==> src/rtl/chkseq_pkg.sv <==
package chkseq_pkg;
  localparam int SEQ_LEN = 76;
  localparam int SEG_CNT = 33;
  localparam int STEP_W  = $clog2(SEQ_LEN);
  localparam int SEG_W   = $clog2(SEG_CNT);
  localparam int OFF_W   = 2;

  typedef enum logic [2:0] {ST_A, ST_B, ST_C, ST_D, ST_E} st_e;
  // segment kinds: sync prefix, distinguishing 110, single 0, single 1, D-to-E transfer 011
  typedef enum logic [2:0] {SG_SYNC, SG_DIST, SG_ZERO, SG_ONE, SG_D2E} seg_e;

  function automatic st_e tbl_next(st_e s, logic i);
    case (s)
      ST_A:    return i ? ST_C : ST_A;
      ST_B:    return i ? ST_A : ST_C;
      ST_C:    return i ? ST_E : ST_D;
      ST_D:    return i ? ST_B : ST_A;
      default: return ST_B;
    endcase
  endfunction

  function automatic logic tbl_out(st_e s, logic i);
    case (s)
      ST_A:    return 1'b1;
      ST_B:    return i;
      ST_D:    return 1'b1;
      default: return 1'b0;
    endcase
  endfunction

  function automatic logic [OFF_W-1:0] seg_last(seg_e k);
    case (k)
      SG_SYNC: return OFF_W'(3);
      SG_DIST: return OFF_W'(2);
      SG_D2E:  return OFF_W'(2);
      default: return OFF_W'(0);
    endcase
  endfunction

  function automatic logic seg_bit(seg_e k, logic [OFF_W-1:0] off);
    case (k)
      SG_DIST: return off != OFF_W'(2);
      SG_ONE:  return 1'b1;
      SG_D2E:  return off != OFF_W'(0);
      default: return 1'b0;
    endcase
  endfunction
endpackage

==> src/rtl/chkseq_rom.sv <==
module chkseq_rom
  import chkseq_pkg::*;
(
  input  logic [SEG_W-1:0] idx_i,
  output seg_e             kind_o
);
  always_comb begin
    case (idx_i)
      6'd0:                             kind_o = SG_SYNC;
      6'd4, 6'd6:                       kind_o = SG_ONE;
      6'd8, 6'd10, 6'd12:               kind_o = SG_ZERO;
      6'd14, 6'd16, 6'd19, 6'd25:       kind_o = SG_ONE;
      6'd22, 6'd28:                     kind_o = SG_ZERO;
      6'd27, 6'd30:                     kind_o = SG_D2E;
      6'd31:                            kind_o = SG_ONE;
      default:                          kind_o = SG_DIST;
    endcase
  end
endmodule

==> src/rtl/chkseq_sequencer.sv <==
module chkseq_sequencer
  import chkseq_pkg::*;
(
  input  logic              clk_i,
  input  logic              rst_ni,
  input  logic              start_i,
  output logic              busy_o,
  output logic              accept_o,
  output logic              last_o,
  output logic              sync_o,
  output logic              stim_o,
  output logic [STEP_W-1:0] step_o
);
  logic              busy_q;
  logic [SEG_W-1:0]  seg_q;
  logic [OFF_W-1:0]  off_q;
  logic [STEP_W-1:0] step_q;
  seg_e              kind;
  logic              seg_end;

  chkseq_rom u_rom (.idx_i(seg_q), .kind_o(kind));

  assign seg_end  = off_q == seg_last(kind);
  assign accept_o = start_i && !busy_q;
  assign last_o   = busy_q && seg_end && (seg_q == SEG_W'(SEG_CNT - 1));
  assign sync_o   = busy_q && (kind == SG_SYNC);
  assign stim_o   = busy_q && seg_bit(kind, off_q);
  assign busy_o   = busy_q;
  assign step_o   = step_q;

  always_ff @(posedge clk_i or negedge rst_ni) begin
    if (!rst_ni) begin
      busy_q <= 1'b0;
      seg_q  <= '0;
      off_q  <= '0;
      step_q <= '0;
    end else if (accept_o) begin
      busy_q <= 1'b1;
      seg_q  <= '0;
      off_q  <= '0;
      step_q <= '0;
    end else if (busy_q) begin
      if (last_o) begin
        busy_q <= 1'b0;
        seg_q  <= '0;
        off_q  <= '0;
        step_q <= '0;
      end else begin
        step_q <= step_q + 1'b1;
        if (seg_end) begin
          seg_q <= seg_q + 1'b1;
          off_q <= '0;
        end else begin
          off_q <= off_q + 1'b1;
        end
      end
    end
  end
endmodule

==> src/rtl/chkseq_ref.sv <==
module chkseq_ref
  import chkseq_pkg::*;
(
  input  logic clk_i,
  input  logic rst_ni,
  input  logic busy_i,
  input  logic sync_i,
  input  logic stim_i,
  output logic exp_o
);
  st_e st_q;

  assign exp_o = tbl_out(st_q, stim_i);

  // held at A through the prefix, then tracks the table
  always_ff @(posedge clk_i or negedge rst_ni) begin
    if (!rst_ni)      st_q <= ST_A;
    else if (sync_i)  st_q <= ST_A;
    else if (busy_i)  st_q <= tbl_next(st_q, stim_i);
  end
endmodule

==> src/rtl/chkseq_verdict.sv <==
module chkseq_verdict
  import chkseq_pkg::*;
(
  input  logic              clk_i,
  input  logic              rst_ni,
  input  logic              accept_i,
  input  logic              busy_i,
  input  logic              sync_i,
  input  logic              last_i,
  input  logic              exp_i,
  input  logic              resp_i,
  input  logic [STEP_W-1:0] step_i,
  output logic              pass_o,
  output logic              fail_o,
  output logic [STEP_W-1:0] fail_step_o
);
  logic miss;

  assign miss = busy_i && !sync_i && (resp_i != exp_i);

  always_ff @(posedge clk_i or negedge rst_ni) begin
    if (!rst_ni) begin
      pass_o      <= 1'b0;
      fail_o      <= 1'b0;
      fail_step_o <= '0;
    end else if (accept_i) begin
      pass_o      <= 1'b0;
      fail_o      <= 1'b0;
      fail_step_o <= '0;
    end else begin
      if (miss && !fail_o) begin
        fail_o      <= 1'b1;
        fail_step_o <= step_i;
      end
      if (last_i) pass_o <= !(fail_o || miss);
    end
  end
endmodule

==> src/rtl/mealy_check_seq.sv <==
module mealy_check_seq
  import chkseq_pkg::*;
(
  input  logic              clk_i,
  input  logic              rst_ni,
  input  logic              start_i,
  input  logic              resp_i,
  output logic              stim_o,
  output logic              busy_o,
  output logic              pass_o,
  output logic              fail_o,
  output logic [STEP_W-1:0] fail_step_o
);
  logic              accept_w;
  logic              last_w;
  logic              sync_w;
  logic              exp_w;
  logic [STEP_W-1:0] step_w;

  chkseq_sequencer u_seq (
    .clk_i    (clk_i),
    .rst_ni   (rst_ni),
    .start_i  (start_i),
    .busy_o   (busy_o),
    .accept_o (accept_w),
    .last_o   (last_w),
    .sync_o   (sync_w),
    .stim_o   (stim_o),
    .step_o   (step_w)
  );

  chkseq_ref u_ref (
    .clk_i  (clk_i),
    .rst_ni (rst_ni),
    .busy_i (busy_o),
    .sync_i (sync_w),
    .stim_i (stim_o),
    .exp_o  (exp_w)
  );

  chkseq_verdict u_vrd (
    .clk_i       (clk_i),
    .rst_ni      (rst_ni),
    .accept_i    (accept_w),
    .busy_i      (busy_o),
    .sync_i      (sync_w),
    .last_i      (last_w),
    .exp_i       (exp_w),
    .resp_i      (resp_i),
    .step_i      (step_w),
    .pass_o      (pass_o),
    .fail_o      (fail_o),
    .fail_step_o (fail_step_o)
  );
endmodule

==> config.mk <==
export PLATFORM = sky130hd
export DESIGN_NAME = mealy_check_seq
export DESIGN_NICKNAME = d
export VERILOG_FILES = /design/src/rtl/chkseq_pkg.sv /design/src/rtl/chkseq_rom.sv /design/src/rtl/chkseq_sequencer.sv /design/src/rtl/chkseq_ref.sv /design/src/rtl/chkseq_verdict.sv /design/src/rtl/mealy_check_seq.sv
export SDC_FILE = /design/constraint.sdc
export NUM_CORES = 1
export LEC_CHECK = 0
export CAP_MARGIN = 20
export CORE_MARGIN = 2
export CORE_UTILIZATION = 56
export DETAILED_ROUTE_END_ITERATION = 16
export DONT_BUFFER_PORTS = 1
export HOLD_SLACK_MARGIN = 0.15
export PLACE_DENSITY = 0.85
export SYNTH_ARGS = -nofsm -noshare
export SYNTH_HDL_FRONTEND = slang
export SYNTH_SLANG_ARGS = --single-unit
==> constraint.sdc <==
create_clock -name clk_i -period 2.6 [get_ports clk_i]
set_clock_uncertainty 0.05 [all_clocks]
set_input_delay 0.78 -clock clk_i [delete_from_list [all_inputs] [get_ports clk_i]]
set_output_delay 0.78 -clock clk_i [all_outputs]
set_load 0.02 [all_outputs]
==> results.json, run 1 <==
{
  "layout_commonest_cell": "buf_4",
  "failed_checks": "negative setup slack",
  "ant_nets": 0,
  "cts_tree": "built",
  "fmax_mhz": 331,
  "syn_area_sq_um": 1770,
  "relSlewSlack_pct": 66.5,
  "cp-end-kind": "primary output",
  "antennaDiodeCount": 0,
  "cts-buffers-inserted": 3,
  "worstPathCellList": "inv_4 -> ha_4 -> o211ai_1 -> o211ai_1 -> o211a_1 -> o211a_1 -> nor2_4 -> inv_2",
  "hp-class": "in2async",
  "finalWeightedCongestion": 0.933,
  "port_buffers": 0,
  "finalMaxSlewViolations": 0,
  "synthToLayoutAreaGrowth_pct": 31.4,
  "crit_family": "compound AO/OA/AOI/OAI gates",
  "grt_pass1_wl_um": 7820,
  "io_pins": 15,
  "numClockSinks": 28,
  "grt-ovfl-total": 0,
  "syn_nets": 194,
  "clock_latency_ns": 0.35,
  "fin_crit_ns": 3.02,
  "dieArea_sq_um": 3630,
  "yosysWarnings": 0,
  "total_power_mw": 3.47,
  "fp-row-count": 20,
  "start_util_pct": 58.5,
  "place_hpwl_um": 2960,
  "synth_area_per_cell_sq_um": 9.68,
  "clkSlewWorstSetupHoldPaths_ns": 0.16,
  "initialDrtViolationCount": 155,
  "drt-total-wl_um": 5500,
  "cp.required_ns": 1.77,
  "synth_top_flop_cell": "dfrtp_1",
  "critPathSlowestCell": "dfrtp_2",
  "via_count": 1785,
  "worst_pin_slew_ns": 0.498,
  "antenna_found_initial": 0,
  "grt_max_degree": 29,
  "post-route-period-util_pct": 116,
  "startpoint_type": "flop",
  "first_global_vias": 1669,
  "nNetsFinal": 223,
  "synthArstFlopShare_pct": 100,
  "power_density_nw_per_um2": 1490,
  "grt.total_usage_pct": 29.1,
  "core_area_sq_um": 3030,
  "synth.distinct_cells": 57,
  "die_h_um": 60.2,
  "crit_path_max_incr_delay_ns": 0.45,
  "cts_buffer_depth": 2,
  "fin_util_pct": 76.9,
  "cap_violations": 0,
  "synth-seq-cells": 28,
  "syn_inst": 183,
  "path_buf_inv": 2,
  "drt_first_pass_iters": 13,
  "layout-drive-gt1-share_pct": 39.3,
  "synth-edff-count": 0,
  "finalSetupViolCount": 26,
  "post_drt_wl_per_cell_um": 21.6,
  "peakVddDrop_mv": 0.818,
  "p_leak_nw": 0.938,
  "crit_fanout": 4,
  "most-common-layout-cells": "25 x buf_4, 24 x dfrtp_1, 14 x nor2_1, 12 x nand2_1, 11 x inv_1",
  "hold_violations": 0,
  "crit_type": "reg2out",
  "ys_seq_area_share_pct": 39.5,
  "root_buffer": "clkbuf_4",
  "rsz0062_at_grt": "true",
  "route.detailed.drc": 0,
  "status": "finished with violations",
  "via_per_inst": 7.00,
  "die_x_um": 60.2,
  "arrival_ns": 2.19,
  "fin_ws_ns": -0.421,
  "htreeDepth": 1
}
-- cell usage after synthesis, types with 2 or more instances --
cell,instances,share of area [%]
o21ai_1,2,0.56
xnor2_1,4,2.0
or4_1,2,0.85
ha_1,7,4.9
nor3_1,4,1.1
xor2_1,3,1.5
nand3_1,3,0.85
nand2_1,13,2.8
mux2i_1,2,1.1
o21ai_0,10,2.8
clkbuf_8,2,1.6
o211ai_1,3,1.3
or2b_1,2,0.85
inv_1,14,3.0
a21oi_1,4,1.1
a22o_1,8,4.0
nand4_1,3,1.1
or2_2,2,0.71
nor3b_1,3,1.3
nor4_1,5,1.8
o31ai_1,4,1.7
o211a_1,2,1.1
buf_4,2,0.85
dfrtp_1,28,40
o21a_1,2,0.85
or3_1,2,0.71
nor2_1,17,3.6
-- registers in the layout (all words and copies together) (netlist names) --
name,flops
u_seq.seg_q,6
u_seq.step_o,7
u_vrd.pass_o,1
u_seq.off_q,2
u_seq.busy_o,1
u_ref.st_q,3
u_vrd.fail_step_o,7
u_vrd.fail_o,1
-- final cells by class --
type,count,area [sq um]
multi-input cells,133,1180
flip-flops and latches,28,708
fillers,155,701
repair buffers,32,275
inverters,14,55.1
well taps,44,55.1
clock inverters,1,30.0
clock buffers,3,22.5
-- logic make-up (layout without fill, tap and decap cells) --
logic type / Yosys count / after routing / synth area share (%)
muxes: 3 / 3 / 1.77
DFF: 28 / 28 / 39.5
xor gates and xnor gates: 7 / 7 / 3.46
buffers and inverters: 22 / 50 / 6.71
AOI/OAI and AO/OA: 54 / 54 / 25.6
adders and majority gates: 7 / 7 / 4.94
and+or+nand+nor: 62 / 62 / 18.0
-- routing by layer --
metal | wire length [um] | track usage [%] | up-vias
met3 | 457 | 4.55 | 44
li1 | - | - | 733
met2 | 2770 | 50.3 | 142
met4 | 336 | 17.8 | 0
met1 | 1930 | 33.2 | 866
met5 | 0 | 0 | -
-- path summary, 6_finish.rpt --
path,slack (ns),cells past startpoint,endpoint,start
setup reg to reg,-0.25,12,u_vrd.fail_step_o[3]$_DFFE_PN0P_,u_seq.seg_q[0]$_DFFE_PN0P_
hold / removal,0.17,1,u_ref.st_q[2]$_DFFE_PN0P_,rst_ni
max in group asynchronous,2.15,1,u_seq.seg_q[3]$_DFFE_PN0P_,rst_ni
setup / recovery,-0.42,8,stim_o,u_seq.seg_q[0]$_DFFE_PN0P_
min in group clk_i,0.53,1,u_vrd.fail_step_o[6]$_DFFE_PN0P_,u_seq.step_o[6]$_DFFE_PN0P_
hold reg to reg,0.53,1,u_vrd.fail_step_o[6]$_DFFE_PN0P_,u_seq.step_o[6]$_DFFE_PN0P_
-- where the power goes --
group | internal (mW) | switching, mW | total, mW | leakage, nW
Sequential | 0.597 | 0.259 | 0.856 | 0.346
Combinational | 1.10 | 1.21 | 2.31 | 0.564
Clock | 0.156 | 0.141 | 0.298 | 0.0279
Total | 1.85 | 1.61 | 3.47 | 0.938
-- timing repair --
action | CTS | global route
endpoints found under the hold margin | 28 | 0
setup buffers | 11 | 9
hold buffers | 1 | 0
setup endpoints to repair | 13 | 25
cloned | 0 | 0
resized for setup | 28 | 28
pin swaps | 9 | 15
-- through the flow --
stage	hold slack, ns	setup WS (ns)	std cells	instance area, sq um	setup TNS, ns
final	0.168	-0.421	255	2330	-3.34
after global routing	0.160	-0.469	255	2330	-4.23
after CTS	0.178	-0.228	248	2130	-0.228
after detailed placement	0.435	-0.0515	232	1870	-0.311
after global placement	0.435	0.0388	232	1870	0
after floorplan	0.434	0.0167	183	1780	0
Note: power is estimated with default switching activity, not from simulation.
==> run 2, diff against run 1 <==
--- a/config.mk
+++ b/config.mk
@@ -6,6 +6,7 @@
 export NUM_CORES = 1
 export LEC_CHECK = 0
 export CAP_MARGIN = 20
+export CORE_ASPECT_RATIO = 2
 export CORE_MARGIN = 2
 export CORE_UTILIZATION = 56
 export DETAILED_ROUTE_END_ITERATION = 16
==> run 2 against run 1 <==
Critical path type unchanged. Largest power group unchanged. First-iteration DRC count down 61%. Critical path depth unchanged. The run still ends with negative setup slack left. Non-clock buffer count up 3. Critical endpoint unchanged. Largest cell class unchanged. Combinational power down 3%.
==> results.json, run 2 (synthesis gave the netlist of run 1 again) <==
{
  "clkSlewWorstSetupHoldPaths_ns": 0.10,
  "finalMaxSlewViolations": 0,
  "nNetsFinal": 226,
  "drt-total-wl_um": 5260,
  "drt_first_pass_iters": 4,
  "total_power_mw": 3.44,
  "cts-buffers-inserted": 3,
  "io_pins": 15,
  "most-common-layout-cells": "31 x buf_4, 22 x dfrtp_1, 13 x nor2_1, 12 x nand2_1, 11 x inv_1",
  "route.detailed.drc": 0,
  "first_global_vias": 1611,
  "die_x_um": 43.8,
  "dieArea_sq_um": 3660,
  "ff2ff_setup_slack_ns": -0.15,
  "antenna_found_initial": 0,
  "share_seq_of_total_power_pct": 24.5,
  "crit_fanout": 7,
  "via_per_inst": 6.82,
  "hp-class": "in2async",
  "clock_latency_ns": 0.29,
  "post_drt_wl_per_cell_um": 21.5,
  "startpoint_type": "flop",
  "grt_max_degree": 29,
  "core_area_sq_um": 2980,
  "cp-endpoint": "stim_o",
  "fmax_mhz": 349,
  "power_density_nw_per_um2": 1510,
  "die_h_um": 83.5,
  "finalWeightedCongestion": 0.898,
  "fin_crit_ns": 2.87,
  "reg2reg_to": "u_vrd.fail_step_o[5]$_DFFE_PN0P_",
  "initialDrtViolationCount": 61,
  "place_hpwl_um": 2980,
  "cp-end-kind": "primary output",
  "reg2reg_from": "u_seq.seg_q[0]$_DFFE_PN0P_",
  "peakVddDrop_mv": 0.868,
  "swShare_pct": 44.2,
  "layout_commonest_cell": "buf_4",
  "status": "finished with violations",
  "failed_checks": "negative setup slack",
  "htreeDepth": 1,
  "port_buffers": 0,
  "rsz0062_at_grt": "true",
  "cts_tree": "built",
  "antennaDiodeCount": 0,
  "whs_ns": 0.242,
  "p_leak_nw": 0.942,
  "synthToLayoutAreaGrowth_pct": 28.8,
  "p_clk_share_pct": 10.2,
  "grt_pass1_wl_um": 7670,
  "grt.total_usage_pct": 27.1,
  "layout-drive-gt1-share_pct": 38.3,
  "pwr-share-comb_pct": 65.3,
  "crit_type": "reg2out",
  "worstRegToRegCells": 12,
  "start_util_pct": 59.5,
  "intPower_mw": 1.92,
  "grt-ovfl-total": 0,
  "numClockSinks": 28,
  "root_buffer": "clkbuf_8",
  "cp.required_ns": 1.77,
  "fin_ws_ns": -0.267,
  "relSlewSlack_pct": 68.1,
  "p_sw_mw": 1.52,
  "arrival_ns": 2.04,
  "cts_buffer_depth": 2,
  "worst_pin_slew_ns": 0.474,
  "cap_violations": 0,
  "ant_nets": 0,
  "post-route-period-util_pct": 110,
  "fp-row-count": 28,
  "via_count": 1665,
  "critPathLaunch": "u_seq.seg_q[0]$_DFFE_PN0P_",
  "finalSetupViolCount": 14,
  "hold_violations": 0
}
[run 2: cell count changes in the layout (fill, tap and decap cells not counted), moves of 3 or more]
cell,before,now
buf_4,25,31
dfrtp_2,3,6
buf_6,6,2
clkbuf_4,3,0
clkbuf_8,0,3
[run 2: metal layers]
layer | global-route usage [%] | vias to the layer above | wire (um)
met5 | 0 | - | 0
met4 | 14.9 | 0 | 270
met3 | 3.25 | 28 | 293
met2 | 48.7 | 91 | 2920
met1 | 28.5 | 809 | 1780
li1 | - | 737 | -
[run 2: worst max-delay path, cell delays in order (launching register included)]
cell	delay (ns)
dfrtp_2	0.44
buf_4	0.17
ha_2	0.22
mux2i_4	0.21
nor3_1	0.11
nor2_1	0.21
o211a_1	0.25
nor2_4	0.05
inv_2	0.09
[run 2: power by group through the flow]
| stage | combinational, mW | clock (mW) | sequential (mW) |
|---|---|---|---|
| final | 2.25 | 0.349 | 0.842 |
| after global routing | 2.40 | 0.368 | 0.857 |
| after CTS | 1.78 | 0.349 | 0.830 |
| after detailed placement | 1.46 | 0 | 0.821 |
| after global placement | 1.38 | 0 | 0.806 |
| after floorplan | 1.13 | 0 | 0.757 |
[run 2: how the worst min path moves through the flow]
stage           start                   endpoint  slack, ns  cells past startpoint
3_5_place_dp   rst_ni  u_ref.st_q[1]$_DFFE_PN0P_       0.43                      0
4_1_cts        rst_ni  u_ref.st_q[1]$_DFFE_PN0P_       0.26                      1
5_1_grt        rst_ni  u_ref.st_q[2]$_DFFE_PN0P_       0.25                      1
6_report       rst_ni  u_ref.st_q[2]$_DFFE_PN0P_       0.24                      1
2_1_floorplan  rst_ni  u_ref.st_q[0]$_DFFE_PN0P_       0.43                      0
3_3_place_gp   rst_ni  u_ref.st_q[0]$_DFFE_PN0P_       0.43                      0
[run 2: layout make-up]
cell class / count / area, sq um
Clock inverter: 1 / 30.0
Timing Repair Buffer: 35 / 295
Inverter: 14 / 52.6
Multi-Input combinational cell: 133 / 1120
Sequential cell: 28 / 708
Fill cell: 158 / 696
Clock buffer: 3 / 41.3
Tap cell: 30 / 37.5
[run 2: timing repair]
| item | in CTS | in global routing |
|---|---|---|
| endpoints found under the setup margin | 14 | 17 |
| hold buffers | 1 | 0 |
| pin swaps | 10 | 13 |
| setup buffers | 8 | 12 |
| endpoints found under the hold margin | 28 | 0 |
| cloned | 0 | 0 |
| resized for setup | 23 | 20 |
[run 2: through the flow]
stage / util [%] / setup TNS, ns / instance area, sq um / cells / worst slack, ns
after global placement: 62.4 / 0 / 1860 / 219 / 0.0510
after global routing: 76.6 / -3.31 / 2280 / 244 / -0.344
after CTS: 70.9 / -0.254 / 2110 / 232 / -0.254
after detailed placement: 62.4 / -0.698 / 1860 / 219 / -0.0796
final: 76.6 / -1.58 / 2280 / 244 / -0.267
after floorplan: - / 0 / 1780 / 183 / 0.0167
